[src/rtl/pit_pkg.sv]
package pit_pkg;
   localparam logic [2:0] MODE_ONESHOT = 3'd0;
   localparam logic [2:0] MODE_SQUARE  = 3'd3;
   localparam logic [2:0] ADDR_CTRL    = 3'd3;
   localparam logic [2:0] ADDR_STAT    = 3'd4;
   localparam int         STAT_OUT_BIT = 5;
   localparam int         STAT_SQ_BIT  = 0;
   localparam logic [1:0] SEL_READBACK = 2'd3;
   localparam logic [1:0] ACC_LATCH    = 2'd0;
endpackage

[src/rtl/pit_decode.sv]
module pit_decode
   import pit_pkg::*;
#(
   parameter int NUM_CH = 3,
   parameter int ADDR_W = 3,
   parameter int DATA_W = 8
) (
   input  logic              clk,
   input  logic              rst_n,
   input  logic              wr_en,
   input  logic              rd_en,
   input  logic [ADDR_W-1:0] addr,
   input  logic [DATA_W-1:0] wdata,
   output logic [NUM_CH-1:0] ch_wr,
   output logic [NUM_CH-1:0] ch_rd,
   output logic [NUM_CH-1:0] mode_wr,
   output logic [NUM_CH-1:0] latch_cnt,
   output logic [NUM_CH-1:0] set_status
);
   logic [1:0] sel_f;
   logic [1:0] acc_f;
   logic       ctrl_wr;
   logic       is_rb;
   logic       unused_bcd;

   assign sel_f      = wdata[7:6];
   assign acc_f      = wdata[5:4];
   assign ctrl_wr    = wr_en && (addr == ADDR_W'(ADDR_CTRL));
   assign is_rb      = (sel_f == SEL_READBACK);
   assign unused_bcd = wdata[0];

   for (genvar i = 0; i < NUM_CH; i++) begin : g_dec
      logic hit;
      assign hit           = !is_rb && (sel_f == 2'(i));
      assign ch_wr[i]      = wr_en && (addr == ADDR_W'(i));
      assign ch_rd[i]      = rd_en && (addr == ADDR_W'(i));
      assign mode_wr[i]    = ctrl_wr && hit && (acc_f != ACC_LATCH);
      assign latch_cnt[i]  = ctrl_wr && ((hit && acc_f == ACC_LATCH) ||
                                         (is_rb && !wdata[5] && wdata[1+i]));
      assign set_status[i] = ctrl_wr && is_rb && !wdata[4] && wdata[1+i];
   end

   // a bus write reaches at most one data port
   p_one_port_r2: assert property (@(posedge clk) disable iff (!rst_n)
      $onehot0(ch_wr));
   // a mode store never coincides with a read-back status request
   p_mode_vs_rb_r2: assert property (@(posedge clk) disable iff (!rst_n)
      !(|mode_wr && |set_status));
endmodule

[src/rtl/pit_channel.sv]
module pit_channel
   import pit_pkg::*;
#(
   parameter int CNT_W  = 16,
   parameter int DATA_W = 8
) (
   input  logic              clk,
   input  logic              rst_n,
   input  logic              tick,
   input  logic [DATA_W-1:0] wr_data,
   input  logic              data_wr,
   input  logic              data_rd,
   input  logic              mode_wr,
   input  logic [2:0]        mode_in,
   input  logic              latch_cnt,
   input  logic              set_status,
   output logic [DATA_W-1:0] rd_byte,
   output logic              fire,
   output logic              out_state,
   output logic [2:0]        mode,
   output logic              above_half
);
   logic [CNT_W-1:0]  start_q, count_q, olatch_q;
   logic [CNT_W-1:0]  new_start;
   logic [DATA_W-1:0] lo_q;
   logic wr_hi_q, rd_hi_q, stat_q, run_q, load_q, state_q, fire_q;
   logic [2:0] mode_q;

   assign new_start = {wr_data, lo_q};

   always_ff @(posedge clk) begin
      if (!rst_n) begin
         start_q  <= '1;
         count_q  <= '1;
         olatch_q <= '0;
         lo_q     <= '0;
         wr_hi_q  <= 1'b0;
         rd_hi_q  <= 1'b0;
         stat_q   <= 1'b0;
         run_q    <= 1'b0;
         load_q   <= 1'b0;
         state_q  <= 1'b0;
         fire_q   <= 1'b0;
         mode_q   <= MODE_ONESHOT;
      end else begin
         fire_q <= 1'b0;
         if (mode_wr) mode_q <= mode_in;
         if (latch_cnt) olatch_q <= count_q;
         if (set_status) stat_q <= 1'b1;
         else if (data_rd && stat_q) stat_q <= 1'b0;
         if (data_rd && !stat_q) rd_hi_q <= !rd_hi_q;
         if (data_wr) begin
            if (!wr_hi_q) begin
               lo_q    <= wr_data;
               wr_hi_q <= 1'b1;
            end else begin
               start_q <= (new_start == '0) ? '1 : new_start;
               wr_hi_q <= 1'b0;
               run_q   <= 1'b1;
               load_q  <= 1'b1;
               state_q <= 1'b0;
            end
         end else if (tick && run_q) begin
            if (load_q) begin
               count_q <= start_q;
               load_q  <= 1'b0;
            end else if (count_q == CNT_W'(1)) begin
               fire_q <= 1'b1;
               if (mode_q == MODE_ONESHOT) begin
                  state_q <= 1'b1;
                  run_q   <= 1'b0;
                  count_q <= '0;
               end else begin
                  count_q <= start_q;
               end
            end else begin
               count_q <= count_q - CNT_W'(1);
            end
         end
      end
   end

   assign rd_byte    = stat_q  ? DATA_W'({2'b11, mode_q, 1'b0}) :
                       rd_hi_q ? olatch_q[CNT_W-1:DATA_W] : olatch_q[DATA_W-1:0];
   assign fire       = fire_q;
   assign out_state  = state_q;
   assign mode       = mode_q;
   assign above_half = count_q > (start_q >> 1);

   // a running, loaded counter never exceeds its start value
   p_count_bound_r5: assert property (@(posedge clk) disable iff (!rst_n)
      (run_q && !load_q) |-> (count_q <= start_q));
   // the stored start value is never zero
   p_start_nonzero_r6: assert property (@(posedge clk) disable iff (!rst_n)
      start_q != '0);
   // a status read consumes the queued status byte
   p_status_clear_r8: assert property (@(posedge clk) disable iff (!rst_n)
      (data_rd && stat_q && !set_status) |=> !stat_q);
   // the output state rises only together with a firing
   p_state_on_fire_r10: assert property (@(posedge clk) disable iff (!rst_n)
      $rose(state_q) |-> fire_q);
   // a periodic firing leaves the count at the start value
   p_reload_r11: assert property (@(posedge clk) disable iff (!rst_n)
      (fire_q && run_q) |-> (count_q == start_q));
endmodule

[src/rtl/pit_timer3.sv]
module pit_timer3
   import pit_pkg::*;
#(
   parameter int NUM_CH = 3,
   parameter int CNT_W  = 16,
   parameter int DATA_W = 8,
   parameter int ADDR_W = 3
) (
   input  logic              clk,
   input  logic              rst_n,
   input  logic              tick,
   input  logic              wr_en,
   input  logic              rd_en,
   input  logic [ADDR_W-1:0] addr,
   input  logic [DATA_W-1:0] wdata,
   output logic [DATA_W-1:0] rdata,
   output logic              irq
);
   localparam int IRQ_CH = 0;
   localparam int SQ_CH  = NUM_CH - 1;

   if (NUM_CH != 3) begin : g_bad_ch
      $error("pit_timer3: NUM_CH must be 3 (2-bit select, value 3 is read-back)");
   end
   if (CNT_W != 2 * DATA_W) begin : g_bad_w
      $error("pit_timer3: CNT_W must be twice DATA_W");
   end
   if (DATA_W < 8) begin : g_bad_d
      $error("pit_timer3: DATA_W must hold a full control word");
   end
   if (ADDR_W < 3) begin : g_bad_a
      $error("pit_timer3: ADDR_W too narrow for the port map");
   end

   logic [NUM_CH-1:0] ch_wr, ch_rd, mode_wr, latch_cnt, set_status;
   logic [NUM_CH-1:0] fire, out_state, above_half;
   logic [NUM_CH-1:0][DATA_W-1:0] ch_byte;
   logic [NUM_CH-1:0][2:0]        ch_mode;
   logic [DATA_W-1:0]             stat_byte;

   pit_decode #(.NUM_CH(NUM_CH), .ADDR_W(ADDR_W), .DATA_W(DATA_W)) u_dec (
      .clk(clk), .rst_n(rst_n), .wr_en(wr_en), .rd_en(rd_en), .addr(addr),
      .wdata(wdata), .ch_wr(ch_wr), .ch_rd(ch_rd), .mode_wr(mode_wr),
      .latch_cnt(latch_cnt), .set_status(set_status));

   for (genvar i = 0; i < NUM_CH; i++) begin : g_ch
      pit_channel #(.CNT_W(CNT_W), .DATA_W(DATA_W)) u_ch (
         .clk(clk), .rst_n(rst_n), .tick(tick), .wr_data(wdata),
         .data_wr(ch_wr[i]), .data_rd(ch_rd[i]), .mode_wr(mode_wr[i]),
         .mode_in(wdata[3:1]), .latch_cnt(latch_cnt[i]),
         .set_status(set_status[i]), .rd_byte(ch_byte[i]), .fire(fire[i]),
         .out_state(out_state[i]), .mode(ch_mode[i]),
         .above_half(above_half[i]));
   end

   always_comb begin
      stat_byte               = '0;
      stat_byte[STAT_OUT_BIT] = (ch_mode[SQ_CH] == MODE_ONESHOT) && out_state[SQ_CH];
      stat_byte[STAT_SQ_BIT]  = (ch_mode[SQ_CH] == MODE_SQUARE) && above_half[SQ_CH];
   end

   always_comb begin
      rdata = '0;
      for (int i = 0; i < NUM_CH; i++) begin
         if (addr == ADDR_W'(i)) rdata = ch_byte[i];
      end
      if (addr == ADDR_W'(ADDR_STAT)) rdata = stat_byte;
   end

   assign irq = fire[IRQ_CH];

   // only bits 5 and 0 of the status port can be set
   p_status_bits_r13: assert property (@(posedge clk) disable iff (!rst_n)
      (addr == ADDR_W'(ADDR_STAT)) |-> (rdata[7:6] == 2'b00 && rdata[4:1] == 4'b0000));
   // the control port reads as zero
   p_ctrl_read_r13: assert property (@(posedge clk) disable iff (!rst_n)
      (addr == ADDR_W'(ADDR_CTRL)) |-> (rdata == '0));
endmodule

[config.mk]
export PLATFORM = sky130hd
export DESIGN_NAME = pit_timer3
export DESIGN_NICKNAME = d
export VERILOG_FILES = /design/src/rtl/pit_pkg.sv /design/src/rtl/pit_decode.sv /design/src/rtl/pit_channel.sv /design/src/rtl/pit_timer3.sv
export SDC_FILE = /design/constraint.sdc
export NUM_CORES = 1
export LEC_CHECK = 0
export BUFFER_PORTS_ARGS = -buffer_cell sky130_fd_sc_hd__clkbuf_2
export CELL_PAD_IN_SITES_DETAIL_PLACEMENT = 0
export CELL_PAD_IN_SITES_GLOBAL_PLACEMENT = 1
export CORE_UTILIZATION = 45
export DETAILED_ROUTE_END_ITERATION = 8
export HOLD_SLACK_MARGIN = 0.15
export PLACE_DENSITY_LB_ADDON = 0.1
export SYNTH_ARGS = -nofsm -noshare
export SYNTH_HDL_FRONTEND = slang
export SYNTH_SLANG_ARGS = --single-unit
[constraint.sdc]
create_clock -name clk -period 2.5 [get_ports clk]
set_input_delay 0.25 -clock clk [delete_from_list [all_inputs] [get_ports clk]]
set_output_delay 0.25 -clock clk [all_outputs]
set_load 0.1 [all_outputs]
; Word level (Yosys, flattened, before mapping)
; Index checks and enable logic that the tools add are counted.
[totals]
regBits = 194
output_inout_bits = 9
[op_classes]
addsub = 3
order_cmp = 1
eq_ne = 17
mux = 62
bitwise_logic = 8
reduce_logical = 92
[op_table]
columns = operator, n
row1 = two-way mux 16 bit, 12
row2 = two-way mux 8 bit, 10
row3 = "equality test 16 x 1 -> 1 bit, second input constant", 3
row4 = logical NOT 16 bit, 3
row5 = "subtractor 16 x 1 -> 16 bit, second input constant", 3
row6 = logical AND 1 bit, 42
row7 = two-way mux 1 bit, 40
row8 = nonzero test 2 bit, 13
row9 = AND reduction 2 bit, 12
row10 = > comparator 16 x 15 -> 1 bit, 1
row11 = AND reduction 5 bit, 3
row12 = logical NOT 3 bit, 4
row13 = "equality test 3 x 2 -> 1 bit, second input constant", 3
row14 = logical NOT 1 bit, 9
row15 = inverter 1 bit, 8
row16 = "!= test 2 x 1 -> 1 bit, second input constant", 3
row17 = "!= test 2 bit, second input constant", 3
row18 = "equality test 2 bit, second input constant", 2
row19 = logical NOT 2 bit, 2
row20 = OR reduction 4 bit, 1
row21 = "equality test 3 x 1 -> 1 bit, second input constant", 1
row22 = "equality test 3 bit, second input constant", 1
row23 = logical OR 1 bit, 3
row24 = "equality test 2 x 1 -> 1 bit, second input constant", 1

; Logic depth before layout (Yosys ltp)
[depth]
depth_word = 6
mapped_depth = 9
ltp_nobuf = 7

; By module
; Synthesis repeated with hierarchy kept, for this count alone.
[unflattened]
cells_unflattened = 1253
area_unflattened_um2 = 10695.3
[modules_own_cells]
columns = mod, instances, cells_per_inst, area_per_inst_um2, seq_area_each_um2
row1 = pit_channel at g_ch[0].u_ch ..., 2, 395, 3443.3, 1321.3
row2 = pit_channel at g_ch[2].u_ch, 1, 397, 3345.7, 1321.3
row3 = pit_timer3, 1, 33, 265.3, 0.0
row4 = pit_decode, 1, 33, 197.7, 0.0

; Worst setup path before layout
; Ideal clock, no wire load.
[synth_timing]
path_kind = register -> output
start = reg g_ch[0].u_ch.rd_hi_q
end = out rdata[4]
arrival_ns = 3.322
path_slack_ns = -1.072
stages_incl_launch_ff = 6
n_path_buf = 1
cell_sequence = dfxtp_1 -> clkbuf_1 -> mux2i_1 -> a21oi_1 -> o21ai_0 -> a221oi_1
[synth_between]
elab_chain_len = 6
[synth_rtl]
columns = item, line_no
row1 = "start, declared", pit_channel.sv:26  ; logic wr_hi_q, rd_hi_q, stat_q, run_q, load_q, state_q, fire_q;
row2 = "start signal, assigned", pit_channel.sv:51  ; if (data_rd && !stat_q) rd_hi_q <= !rd_hi_q;
row3 = two-way mux 8 bit, pit_channel.sv:84  ; rd_hi_q ? olatch_q[CNT_W-1:DATA_W] : olatch_q[DATA_W-1:0];
row4 = two-way mux 8 bit, pit_channel.sv:83  ; assign rd_byte = stat_q ? DATA_W'({2'b11, mode_q, 1'b0}) :
row5 = two-way mux 8 bit (3 in a row), pit_timer3.sv:65  ; if (addr == ADDR_W'(i)) rdata = ch_byte[i];
row6 = two-way mux 8 bit, pit_timer3.sv:67  ; if (addr == ADDR_W'(ADDR_STAT)) rdata = stat_byte;
row7 = "end, declared", pit_timer3.sv:16  ; output logic [DATA_W-1:0] rdata,
; Every way passes these cells.

; Final worst setup path
[layout_timing]
start = reg g_ch[2].u_ch.start_q[2]
end = out rdata[0]
[layout_between]
elab_chain_len = 3
[layout_rtl]
columns = item, line_no
row1 = "start, declared", pit_channel.sv:23  ; logic [CNT_W-1:0] start_q, count_q, olatch_q;
row2 = "start signal, assigned", pit_channel.sv:57  ; start_q <= (new_start == '0) ? '1 : new_start;
row3 = > comparator 16 x 15 -> 1 bit, pit_channel.sv:88  ; assign above_half = count_q > (start_q >> 1);
row4 = logical AND 1 bit, pit_timer3.sv:59  ; stat_byte[STAT_SQ_BIT] = (ch_mode[SQ_CH] == MODE_SQUARE) && above_half[SQ_CH];
row5 = two-way mux 8 bit, pit_timer3.sv:67
; Every way passes these cells.

==> out/metrics.yaml <==
cts:
  cts.repair_timing.setup_buffer_count: 0
  numCtsBuffers: 17
  insertion_delay_ns: 0.44
  cts_tree: "built"
  cts_max_level: 4
  post_cts_hold_buffer_count: 0
  clkSlewWorstSetupHoldPaths_ns: 0.07
  cts.path.max_buffers: 2
  ctsRootBufferMaster: "clkbuf_16"
  clock-sinks: 194
yosys:
  synth_nets: 1137
  yosys.cell_types.count: 72
  synth_edf_count: 0
  ys_seq_area_share_pct: 41.26
  yosys_register_bits: 194
  ys.flop_type: "dfxtp_1"
  synth_async_sr_flop_share_pct: 0
  number_of_synthesis_warnings: 0
  mappedNetlistArea_sq_um: 9413
  average_size_of_a_mapped_cell_sq_um: 8.557
  gate_count_after_technology_mapping: 1100
pwr:
  switching_power_total_w: 0.001514
  clock_power_share_pct: 44.6
  fraction_of_power_spent_switching_nets_pct: 24.19
  power_leakage_nw: 4.072
  pwr_density_cell_nw_per_um2: 572.8
  power.internal_w: 0.004746
  vdd_drop_max_v: 0.0004292
  register_share_of_total_power_pct: 50.2
  p_comb_share_pct: 5.2
placed_design:
  place_worst_setup_slack_ns: 0.001315
  place.gp.congestion: 0.9067
  placedCellCount: 1390
  detailed_place_hpwl_mm: 20.77
  place.port_buffers: 24
critical_path:
  criticalPathCategory: "flop to output pin"
  cp.buffers_inverters: 2
  crit_cells: 8
  timing.critical_path.to_type: "output pin"
  required_ns: 2.25
  worst_path_cell_trace: "inv_2, ha_4, nor2b_4, o211ai_1, a2111oi_2, or4_4, a221o_1, buf_12"
  timing.critical_path.fanout_max: 2
  worst_path_max_delay_cell: "or4_4"
  cpPeakStageDelay_ns: 0.42
  path_delay_family: "compound AO/OA/AOI/OAI gates"
  worst_path_arrival_ns: 2.49
  worst-r2r-cell-count: 5
  setup.worst_path.start_class: "flop"
run:
  maximum_capacitance_violations: 0
floorplan:
  initial_utilization_pct: 46.22
  die_height_microns: 146.6
  std_cell_rows: 52
  floorplan.die.width_microns: 146.6
  die_area_sq_um: 21500
  design.portCount: 25
  core-area_sq_um: 20360
global_route:
  initial_antenna_violation_count: 0
  grt_max_degree: 88
  first_global_vias: 7918
  grt_overflow_total: 0
  total_routing_usage_reported_by_global_routing_pct: 27.31
  grt_pass1_wl_mm: 45.40
timing:
  timing_hold_violations_final: 0
  max_frequency_mhz: 365.2
  tns_ns: -0.2380
  finClkSkew_ns: 0.01467
  drv_slew: 0
  rsz_0062_raised_after_global_routing: "yes"
  worstMarginPinSlew_ns: 0.6231
  worst_slew_margin_rel_pct: 58.36
  period_needed_ns: 2.738
  timing.final.setup_violations: 1
  setup_ws_ns: -0.2380
  period_share_pct: 109.5
cells_and_area:
  syn_to_final_growth_pct: 16.10
  antennaDiodeCount: 0
  fill_cells: 1939
  nNetsFinal: 1176
  finish.cell_count_without_fillers: 1422
  drive_gt1_share_pct: 15.71
detailed_routing:
  wl_per_cell_microns: 20.27
  drt_iter0_markers: 565
  drtAntennaViolNets: 0
  drc_violations_left: 0
  drt_via_density: 5.864
  dr_total_vias: 8339
  finalWirelength_mm: 28.83
  drt-pass1-iter-count: 7
run_status:
  outcome: "finished with violations"
  violated_checks: "setup timing"
hold_path:
  min-delay-path-class: "input pin to flop"
  whs_path_depth: 4
cell usage in the layout, fill, tap and decap left out, types with 6 or more instances in the layout:
cell type | Yosys | layout
o211ai_1 | 16 | 16
buf_4 | 1 | 78
clkbuf_2 | 0 | 17
clkbuf_16 | 0 | 17
nand4b_1 | 8 | 8
nor2_1 | 120 | 117
nand3_1 | 18 | 18
nor4_1 | 20 | 18
nand2_1 | 99 | 99
nor3_1 | 33 | 33
or4_1 | 9 | 9
dfxtp_1 | 194 | 191
inv_1 | 32 | 30
a21oi_1 | 65 | 64
ha_1 | 21 | 20
mux2i_1 | 83 | 82
nand4_1 | 12 | 12
and3_1 | 6 | 6
o21ai_0 | 78 | 78
or3_1 | 9 | 9
a31oi_1 | 11 | 11
buf_12 | 0 | 8
o22ai_1 | 16 | 16
o22a_1 | 32 | 32
a21o_1 | 7 | 7
a211oi_1 | 13 | 13
worst reg2reg max path: cells and delay by family, from the launching register on:
kind,cells,cell delay (ns)
compound gates,2,0.43
simple gates,3,1.51
flops,1,0.36
stage by stage:
stage | instance area (sq um) | hold slack [ns] | utilization (%) | total power, W
2_1_floorplan | 9439 | 0.3691 | - | 0.003392
3_3_place_gp | 10280 | 0.4658 | 50.46 | 0.003532
3_5_place_dp | 10280 | 0.4702 | 50.46 | 0.003534
4_1_cts | 10880 | 0.2373 | 53.43 | 0.006307
5_1_grt | 10930 | 0.2688 | 53.66 | 0.006457
6_report | 10930 | 0.2583 | 53.66 | 0.006260
path summary, 6_finish.rpt:
path | startpoint | end | slack (ns)
worst max-delay path | g_ch[2].u_ch.start_q[2]$_SDFFE_PN1P_ | rdata[0] | -0.24
worst max register to register | g_ch[2].u_ch.count_q[12]$_SDFFE_PN1P_ | g_ch[2].u_ch.count_q[14]$_SDFFE_PN1P_ | 0.12
worst min-delay path | rd_en | g_ch[2].u_ch.stat_q$_SDFFE_PN0P_ | 0.26
worst min register to register | g_ch[1].u_ch.start_q[9]$_SDFFE_PN1P_ | g_ch[1].u_ch.start_q[9]$_SDFFE_PN1P_ | 0.49
Yosys cell counts, types with 13 or more instances:
master,instances,share of area [%]
nand2_1,99,3.9
dfxtp_1,194,41
o22a_1,32,3.0
o211ai_1,16,1.3
nand3_1,18,0.96
clkbuf_1,62,2.5
ha_1,21,2.8
o22ai_1,16,1.1
a211oi_1,13,1.0
nor4_1,20,1.3
nor3_1,33,1.8
mux2i_1,83,8.8
buf_2,13,0.69
nor2_1,120,4.8
inv_1,32,1.3
a21oi_1,65,3.5
o21ai_0,78,4.1
cells by family (layout without fill, tap and decap cells):
| group | after synthesis | after routing | synth area share [%] |
|---|---|---|---|
| AND/OR/NAND/NOR | 377 | 377 | 19.67 |
| multiplexers | 88 | 88 | 9.424 |
| flip-flops | 194 | 194 | 41.26 |
| XOR/XNOR | 9 | 9 | 0.8374 |
| AO/OA/AOI/OAI | 295 | 295 | 21.10 |
| buffers and inverters | 116 | 168 | 4.918 |
| adder cells (fa/ha/maj) | 21 | 21 | 2.791 |
sequential cells by signal (all words and copies together), names as in the netlist:
name and flops:
g_ch.u_ch.wr_hi_q 3, g_ch.u_ch.rd_hi_q 3, g_ch.u_ch.load_q 3, g_ch.u_ch.out_state 1
g_ch.u_ch.olatch_q 48, g_ch.u_ch.fire 1, g_ch.u_ch.run_q 3, g_ch.u_ch.start_q 48
g_ch.u_ch.count_q 48, g_ch.u_ch.mode 9, g_ch.u_ch.lo_q 24, g_ch.u_ch.stat_q 3
what timing repair did:
item                       in CTS  in global routing
pin swaps                       3                  3
cloned                          0                  0
setup endpoints to repair       2                  5
gates resized for setup         4                 12
power groups by stage:
stage,clock (W),combinational (W),sequential (W)
5_1_grt,0.00296,0.000348,0.00314
2_1_floorplan,0,0.000194,0.00320
6_report,0.00279,0.000324,0.00314
3_5_place_dp,0,0.000322,0.00321
4_1_cts,0.00284,0.000323,0.00314
3_3_place_gp,0,0.000321,0.00321
layer usage:
| metal | vias to the layer above | global-route usage, % | routed length [microns] |
|---|---|---|---|
| met5 | - | 0 | 0 |
| met3 | 29 | 4.000 | 1178 |
| met1 | 4024 | 37.14 | 13570 |
| met4 | 0 | 8.542 | 565 |
| li1 | 4108 | - | - |
| met2 | 178 | 44.43 | 13510 |
final cells by class:
| class | count | area [sq um] | area share (%) |
|---|---|---|---|
| clock inverters | 12 | 150.1 | 1.374 |
| clock buffers | 20 | 446.7 | 4.087 |
| well taps | 270 | 337.8 | 3.091 |
| repair buffers | 104 | 835.8 | 7.648 |
| flip-flops and latches | 194 | 3887 | 35.57 |
| multi-input cells | 790 | 5147 | 47.10 |
| inverters | 32 | 122.6 | 1.122 |
Power figures use the tool's default switching activity.
